[config.mk]
export PLATFORM = sky130hd
export DESIGN_NAME = queue_enable_ctrl
export DESIGN_NICKNAME = d
export VERILOG_FILES = /design/src/rtl/qec_pkg.sv /design/src/rtl/qec_queue_fsm.sv /design/src/rtl/qec_issue.sv /design/src/rtl/qec_addr_gen.sv /design/src/rtl/queue_enable_ctrl.sv
export SDC_FILE = /design/constraint.sdc
export NUM_CORES = 1
export LEC_CHECK = 0
export ABC_CLOCK_PERIOD_IN_PS = 4200
export BUFFER_PORTS_ARGS = -buffer_cell sky130_fd_sc_hd__buf_2
export CAP_MARGIN = 0
export CELL_PAD_IN_SITES_DETAIL_PLACEMENT = 0
export CELL_PAD_IN_SITES_GLOBAL_PLACEMENT = 1
export CORE_MARGIN = 5
export CORE_UTILIZATION = 29
export DETAILED_ROUTE_END_ITERATION = 10
export GPL_TIMING_DRIVEN = 1
export PLACE_DENSITY_LB_ADDON = 0.1
export SLEW_MARGIN = 20
export SYNTH_ARGS = -nofsm -noshare
export SYNTH_HDL_FRONTEND = slang
export SYNTH_SLANG_ARGS = --single-unit
[constraint.sdc]
create_clock -name clk -period 4.2 [get_ports clk]
set_clock_uncertainty 0.15 [all_clocks]
set_input_delay 0.63 -clock clk [delete_from_list [all_inputs] [get_ports clk]]
set_output_delay 0.63 -clock clk [all_outputs]
set_load 0.02 [all_outputs]
[src/rtl/qec_pkg.sv]
// Package: shared state encoding for the queue enable controller.
// Assumes: nothing beyond IEEE 1800-2017.
package qec_pkg;

    // Per-queue life cycle: off, waiting for issue, read in flight, on.
    typedef enum logic [1:0] {
        QS_OFF   = 2'd0,
        QS_PEND  = 2'd1,
        QS_FETCH = 2'd2,
        QS_ON    = 2'd3
    } qstate_t;

    // The base field counts 512-byte blocks.
    localparam int unsigned BASE_SHIFT = 9;

endpackage

[src/rtl/qec_queue_fsm.sv]
// Module: one queue's enable state machine.
// Moves off -> pending on a request, pending -> fetch when its read is
// accepted, fetch -> on when the matching completion arrives, and
// on -> off when the request drops. Requests seen while pending or
// fetching are ignored.
// Assumes: accept_i and done_i are already decoded for this queue.
module qec_queue_fsm
    import qec_pkg::*;
(
    input  logic clk,
    input  logic rst_n,
    input  logic req_i,
    input  logic accept_i,
    input  logic done_i,
    output logic pend_o,
    output logic fetch_o,
    output logic on_o
);

    qstate_t state_q;
    qstate_t state_d;

    // Next-state selection for this queue.
    always_comb begin
        state_d = state_q;
        unique case (state_q)
            QS_OFF:   if (req_i)    state_d = QS_PEND;
            QS_PEND:  if (accept_i) state_d = QS_FETCH;
            QS_FETCH: if (done_i)   state_d = QS_ON;
            QS_ON:    if (!req_i)   state_d = QS_OFF;
            default:                state_d = QS_OFF;
        endcase
    end

    // State register with synchronous reset.
    always_ff @(posedge clk) begin
        if (!rst_n) state_q <= QS_OFF;
        else        state_q <= state_d;
    end

    assign pend_o  = (state_q == QS_PEND);
    assign fetch_o = (state_q == QS_FETCH);
    assign on_o    = (state_q == QS_ON);

    AST_ON_AFTER_DONE: assert property (@(posedge clk) disable iff (!rst_n)
        $rose(on_o) |-> $past(done_i));
    AST_STAY_ON: assert property (@(posedge clk) disable iff (!rst_n)
        (on_o && req_i) |=> on_o);
    AST_DROP_OFF: assert property (@(posedge clk) disable iff (!rst_n)
        (on_o && !req_i) |=> !on_o && !pend_o && !fetch_o);
    AST_FETCH_HOLDS: assert property (@(posedge clk) disable iff (!rst_n)
        (fetch_o && !done_i) |=> fetch_o);

endmodule

[src/rtl/qec_issue.sv]
// Module: read issue stage.
// Picks the lowest-numbered pending queue when no read is outstanding.
// It registers that choice as the read request and holds it until it is
// accepted. The busy flag stays set until the in-flight queue completes.
// Assumes: pend_i bits stay set until the queue's read is accepted.
module qec_issue #(
    parameter int unsigned NUM_Q = 8,
    localparam int unsigned IDX_W = (NUM_Q > 1) ? $clog2(NUM_Q) : 1
) (
    input  logic             clk,
    input  logic             rst_n,
    input  logic [NUM_Q-1:0] pend_i,
    input  logic             ready_i,
    input  logic             done_any_i,
    output logic             valid_o,
    output logic [IDX_W-1:0] tag_o,
    output logic             busy_o
);

    logic [IDX_W-1:0] pick;
    logic             iss_valid_q;
    logic [IDX_W-1:0] iss_tag_q;
    logic             busy_q;

    // Lowest-index priority pick among pending queues.
    always_comb begin
        pick = '0;
        for (int i = NUM_Q - 1; i >= 0; i--) begin
            if (pend_i[i]) pick = IDX_W'(i);
        end
    end

    // Issue register: load a choice when idle, drop it on acceptance.
    always_ff @(posedge clk) begin
        if (!rst_n) begin
            iss_valid_q <= 1'b0;
            iss_tag_q   <= '0;
        end else if (iss_valid_q) begin
            if (ready_i) iss_valid_q <= 1'b0;
        end else if (!busy_q && (|pend_i)) begin
            iss_valid_q <= 1'b1;
            iss_tag_q   <= pick;
        end
    end

    // Outstanding flag: set on acceptance, cleared by the matching completion.
    always_ff @(posedge clk) begin
        if (!rst_n)                      busy_q <= 1'b0;
        else if (iss_valid_q && ready_i) busy_q <= 1'b1;
        else if (done_any_i)             busy_q <= 1'b0;
    end

    assign valid_o = iss_valid_q;
    assign tag_o   = iss_tag_q;
    assign busy_o  = busy_q;

    AST_REQ_HOLD: assert property (@(posedge clk) disable iff (!rst_n)
        (valid_o && !ready_i) |=> valid_o && $stable(tag_o));
    AST_PICK_PENDING: assert property (@(posedge clk) disable iff (!rst_n)
        $rose(valid_o) |-> $past(pend_i[pick]));

endmodule

[src/rtl/qec_addr_gen.sv]
// Module: context record address generator.
// Turns the block-unit base field and a queue number into a byte address.
// Assumes: ADDR_W is wide enough for the largest base plus offset.
module qec_addr_gen
    import qec_pkg::*;
#(
    parameter int unsigned NUM_Q     = 8,
    parameter int unsigned CTX_BYTES = 32,
    parameter int unsigned BASE_W    = 20,
    parameter int unsigned ADDR_W    = 32,
    localparam int unsigned IDX_W = (NUM_Q > 1) ? $clog2(NUM_Q) : 1
) (
    input  logic [BASE_W-1:0] base_i,
    input  logic [IDX_W-1:0]  idx_i,
    output logic [ADDR_W-1:0] addr_o
);

    logic [ADDR_W-1:0] region;
    logic [ADDR_W-1:0] offset;

    // Region start plus the per-queue record offset.
    always_comb begin
        region = ADDR_W'(base_i) << BASE_SHIFT;
        offset = ADDR_W'(CTX_BYTES) * ADDR_W'(idx_i);
        addr_o = region + offset;
    end

endmodule

[src/rtl/queue_enable_ctrl.sv]
// Module: top of the queue enable controller.
// Holds the request vector, runs one state machine per queue, issues one
// context read at a time, strobes pointer re-evaluation on completion and
// passes on tail updates for queues that are on.
// Assumes: the memory side returns exactly one completion per accepted
// read, tagged with the queue number.
module queue_enable_ctrl #(
    parameter int unsigned NUM_Q     = 8,
    parameter int unsigned CTX_BYTES = 32,
    parameter int unsigned BASE_W    = 20,
    parameter int unsigned ADDR_W    = 32,
    parameter int unsigned LEN_W     = 8,
    localparam int unsigned IDX_W = (NUM_Q > 1) ? $clog2(NUM_Q) : 1
) (
    input  logic              clk,
    input  logic              rst_n,
    input  logic              req_wr_en,
    input  logic [NUM_Q-1:0]  req_wr_data,
    input  logic [BASE_W-1:0] ctx_base,
    output logic              rd_valid,
    input  logic              rd_ready,
    output logic [ADDR_W-1:0] rd_addr,
    output logic [LEN_W-1:0]  rd_len,
    output logic [IDX_W-1:0]  rd_tag,
    input  logic              rsp_done,
    input  logic [IDX_W-1:0]  rsp_tag,
    output logic [NUM_Q-1:0]  q_enabled,
    output logic [NUM_Q-1:0]  q_enabling,
    output logic              reeval_valid,
    output logic [IDX_W-1:0]  reeval_idx,
    input  logic              tail_upd_valid,
    input  logic [IDX_W-1:0]  tail_upd_idx,
    output logic              tail_fwd_valid,
    output logic [IDX_W-1:0]  tail_fwd_idx
);

    logic [NUM_Q-1:0] req_q;
    logic [NUM_Q-1:0] req_now;
    logic [NUM_Q-1:0] pend_v;
    logic [NUM_Q-1:0] fetch_v;
    logic [NUM_Q-1:0] on_v;
    logic [NUM_Q-1:0] done_v;
    logic [NUM_Q-1:0] acc_v;
    logic             iss_valid;
    logic [IDX_W-1:0] iss_tag;
    logic             busy;
    logic             done_any;
    logic             accept;
    logic             tail_hit;

    // Request register, written as a whole vector.
    always_ff @(posedge clk) begin
        if (!rst_n)         req_q <= '0;
        else if (req_wr_en) req_q <= req_wr_data;
    end

    // The state machines see a write in the cycle it happens.
    assign req_now = req_wr_en ? req_wr_data : req_q;
    assign accept  = iss_valid && rd_ready;

    // Per-queue decode of acceptance and completion, plus the state machines.
    for (genvar g = 0; g < NUM_Q; g++) begin : g_q
        assign acc_v[g]  = accept && (iss_tag == IDX_W'(g));
        assign done_v[g] = rsp_done && (rsp_tag == IDX_W'(g));

        qec_queue_fsm u_fsm (
            .clk      (clk),
            .rst_n    (rst_n),
            .req_i    (req_now[g]),
            .accept_i (acc_v[g]),
            .done_i   (done_v[g]),
            .pend_o   (pend_v[g]),
            .fetch_o  (fetch_v[g]),
            .on_o     (on_v[g])
        );
    end

    // Only a completion for the queue in flight counts.
    assign done_any = |(done_v & fetch_v);

    qec_issue #(.NUM_Q(NUM_Q)) u_issue (
        .clk        (clk),
        .rst_n      (rst_n),
        .pend_i     (pend_v),
        .ready_i    (rd_ready),
        .done_any_i (done_any),
        .valid_o    (iss_valid),
        .tag_o      (iss_tag),
        .busy_o     (busy)
    );

    qec_addr_gen #(
        .NUM_Q     (NUM_Q),
        .CTX_BYTES (CTX_BYTES),
        .BASE_W    (BASE_W),
        .ADDR_W    (ADDR_W)
    ) u_addr (
        .base_i (ctx_base),
        .idx_i  (iss_tag),
        .addr_o (rd_addr)
    );

    assign rd_valid   = iss_valid;
    assign rd_tag     = iss_tag;
    assign rd_len     = LEN_W'(CTX_BYTES);
    assign q_enabled  = on_v;
    assign q_enabling = pend_v | fetch_v;

    // Pointer re-evaluation strobe, one cycle after a counted completion.
    always_ff @(posedge clk) begin
        if (!rst_n) begin
            reeval_valid <= 1'b0;
            reeval_idx   <= '0;
        end else begin
            reeval_valid <= done_any;
            if (done_any) reeval_idx <= rsp_tag;
        end
    end

    // Tail updates pass only for queues that are on before this edge.
    assign tail_hit = tail_upd_valid && (32'(tail_upd_idx) < NUM_Q) && on_v[tail_upd_idx];

    always_ff @(posedge clk) begin
        if (!rst_n) begin
            tail_fwd_valid <= 1'b0;
            tail_fwd_idx   <= '0;
        end else begin
            tail_fwd_valid <= tail_hit;
            if (tail_upd_valid) tail_fwd_idx <= tail_upd_idx;
        end
    end

    AST_ONE_IN_FLIGHT: assert property (@(posedge clk) disable iff (!rst_n)
        $onehot0(fetch_v));
    AST_NO_ISSUE_BUSY: assert property (@(posedge clk) disable iff (!rst_n)
        $rose(rd_valid) |-> ($countones(fetch_v) == 0));
    AST_FWD_ENABLED: assert property (@(posedge clk) disable iff (!rst_n)
        tail_fwd_valid |-> $past(tail_upd_valid) && $past(q_enabled[tail_upd_idx]));
    AST_REEVAL_SRC: assert property (@(posedge clk) disable iff (!rst_n)
        reeval_valid |-> $past(rsp_done) && q_enabled[reeval_idx]);
    AST_ADDR_HOLD: assert property (@(posedge clk) disable iff (!rst_n)
        (rd_valid && !rd_ready) |=> $stable(rd_addr) || !$stable(ctx_base));

endmodule

==> results.toml <==
[timing]
setup_violations = 0
final.setup.tns_ps = 0
finalWorstSetupSlack_ps = 2100
period_needed_ps = 2100
fin_crit_sh_pct = 49.9
worstMarginPinSlew_ps = 890
grt_setup_unrepaired = "false"
max_freq_mhz = 477
hold_viol_final = 0
slew_viol_final = 0
relSlewSlack_pct = 40.6

[routing]
vias = 1933
drc = 0
wire_per_inst_um = 15.3
ant_nets = 0
vias_per_cell = 4.50
drt_first_pass_iters = 6
drt-total-wl_mm = 6.59
drt_iter0_markers = 53

[worst_setup_path]
slowest_stage = "mux4_2"
rr_startpoint = "g_q[2].u_fsm.state_q[0]$_SDFFE_PN0P_"
r2r_cells = 6
path_cells = "inv_1 -> ha_1 -> mux4_2 -> and3b_4 -> a31oi_4 -> mux2i_1"
slowest_delay_ps = 490
worstPathRequired_ps = 4270
r2r_slack_ps = 2100
cp-start-kind = "register"
crit_path_max_fanout = 4
r2r_end = "reeval_idx[1]$_SDFFE_PN0P_"
cp.arrival_ps = 2160
end_kind = "register"
crit_type = "register to register"

[grt]
antenna_found_initial = 0
grt_max_degree = 26
gr-usage-all-layers_pct = 11.7
grt_pass1_wl_mm = 10.3
grt_pass1_vias = 1940
grt_overflow = 0

[clocking]
post_cts_buffers = 0
path_clk_slew_ps = 80
cts_tree = "yes"
clk_latency_ps = 290
cts_sinks = 37
cts_buffers = 5
cts_root_buffer = "clkbuf_8"
cts_max_level = 2
postCtsHoldBufs = 0
cts-resized-gates = 0
clk_path_buf_depth = 2

[logic_synthesis]
avgSynthCellArea_um2 = 8.79
ys.warnings.count = 0
synth_top_area_cell = "dfxtp_1"
syn_area_mm2 = 0.00273
async_flop_share_pct = 0
synth-main-ff-cell = "dfxtp_1"
synth_top_cell_area_share_pct = 27.2
ys_seq_elements = 37
synth_edf_count = 0
synthCells = 310
ys_types = 30
seq_area_frac_synth_pct = 27.2
synthTopCellsByArea = "dfxtp_1 (27%), buf_4 (15%), ha_1 (15%), mux2i_1 (11%), nand2_1 (3.6%)"

[layout]
antennaDiodeCount = 0
layout_common_cells = "buf_2 (50), dfxtp_1 (37), ha_1 (33)"
utilization_pct = 30.6
multiInputGateArea_mm2 = 0.00151
final_common_cell = "buf_2"
regArea_um2 = 741
syn_to_final_growth_pct = 3.21
nets = 391
fill_cells = 1007
drive_gt1_share_pct = 22.3

[run]
cap_violations = 0

[power_and_ir_drop]
switching_share_pct = 46.2
p_comb_share_pct = 55.2
power.share.clock_pct = 15.5
ir_worst_vdd_mv = 0.296
power_density_mw_per_mm2 = 652
p_total_w = 0.00183
p_int_w = 0.000988
p_leak_nw = 1.38
power_switching_w = 0.000847
sequentialPowerShare_pct = 29.3

[die]
die_h_um = 107
top_level_ports = 108
die_area_mm2 = 0.0114
fp-row-count = 35
start_util_pct = 29.6
coreArea_mm2 = 0.00920
die_x_um = 107

[min_path]
min_path_cells = 2
hp-start = "reeval_idx[0]$_SDFFE_PN0P_"
whs_endpoint = "reeval_idx[0]$_SDFFE_PN0P_"
hold_path.class = "register to register"

[placed_design]
pre_cts_slack_ps = 1840
dp_hpwl_mm = 5.28
gp_congestion = 0.782
portBuffers = 50

[status]
status = "completed"
[stage by stage]
step / std cells / cell area, um^2 / hold WS (ps)
2_1_floorplan: 325 / 2780 / 321
3_3_place_gp: 422 / 2710 / 300
4_1_cts: 430 / 2810 / 321
3_5_place_dp: 422 / 2710 / 307
5_1_grt: 430 / 2810 / 361
6_report: 430 / 2810 / 317
[logic make-up (layout without fill, tap and decap cells)]
group | Yosys count | count (layout) | share of synthesized area (%)
flip-flops | 37 | 37 | 27.2
AND/OR/NAND/NOR | 76 | 76 | 12.5
multiplexers | 34 | 34 | 14.5
buffers and inverters | 83 | 77 | 19.5
adder cells (fa/ha/maj) | 33 | 33 | 15.1
other | 2 | 17 | 0.275
AO/OA/AOI/OAI | 45 | 45 | 11.0
[power by group through the flow]
stage / registers, W / clock network, W / logic (W)
after floorplan: 0.000545 / 0 / 0.000870
after global placement: 0.000549 / 0 / 0.00103
after detailed placement: 0.000549 / 0 / 0.00102
after CTS: 0.000540 / 0.000297 / 0.00103
after global routing: 0.000554 / 0.000313 / 0.00114
final: 0.000538 / 0.000283 / 0.00101
[worst max-delay path: cells and delay by family, from the launching register on]
family	cells	cell delay, ps
AO/OA/AOI/OAI	1	220
adder cells (fa/ha/maj)	1	260
buffers and inverters	1	90
flip-flops	1	380
multiplexers	2	710
AND/OR/NAND/NOR	1	220
[Yosys cell counts, drive strengths merged (2+ instances only)]
cell type  count
nand2b         6
a31o           9
o311ai         2
nand2         26
nor2          24
nand3          9
clkbuf         6
a21oi         14
dfxtp         37
conb           2
mux2i         30
inv           19
o21ai         13
mux4           4
buf           58
nor4           2
o31ai          4
ha            33
nor3           5
[worst max-delay path by stage]
stage / from / to / depth (start not counted)
2_1_floorplan: rsp_tag[0] / reeval_idx[0]$_SDFFE_PN0P_ / 5
3_3_place_gp: rst_n / g_q[4].u_fsm.state_q[0]$_SDFFE_PN0P_ / 4
3_5_place_dp: rst_n / g_q[7].u_fsm.state_q[0]$_SDFFE_PN0P_ / 4
4_1_cts: g_q[2].u_fsm.state_q[0]$_SDFFE_PN0P_ / reeval_idx[1]$_SDFFE_PN0P_ / 6
5_1_grt: g_q[7].u_fsm.state_q[1]$_SDFFE_PN0P_ / u_issue.tag_o[0]$_SDFFE_PN0P_ / 6
6_report: g_q[2].u_fsm.state_q[0]$_SDFFE_PN0P_ / reeval_idx[1]$_SDFFE_PN0P_ / 6
[layer usage]
| layer | global-route usage, % | part of all wire [%] | vias to the layer above |
|---|---|---|---|
| met4 | 2.92 | 0.85 | 0 |
| met2 | 19.5 | 47 | 44 |
| met3 | 2.77 | 5.0 | 6 |
| met5 | 0 | 0 | - |
| met1 | 15.1 | 48 | 893 |
| li1 | - | - | 990 |
[flip-flops by register name (all words and copies together) (netlist names)]
register           cells
req_q                  8
tail_fwd_valid         1
u_issue.valid_o        1
tail_fwd_idx           3
reeval_idx             3
reeval_valid           1
u_issue.tag_o          3
g_q.u_fsm.state_q     16
u_issue.busy_o         1
[final cells by class]
type	instances	area share, %
Tap cell	111	4.94
Inverter	19	2.53
Clock inverter	1	0.178
Multi-Input combinational cell	205	53.7
Sequential cell	37	26.3
Timing Repair Buffer	50	8.89
Clock buffer	7	3.42
Power figures use the tool's default switching activity.
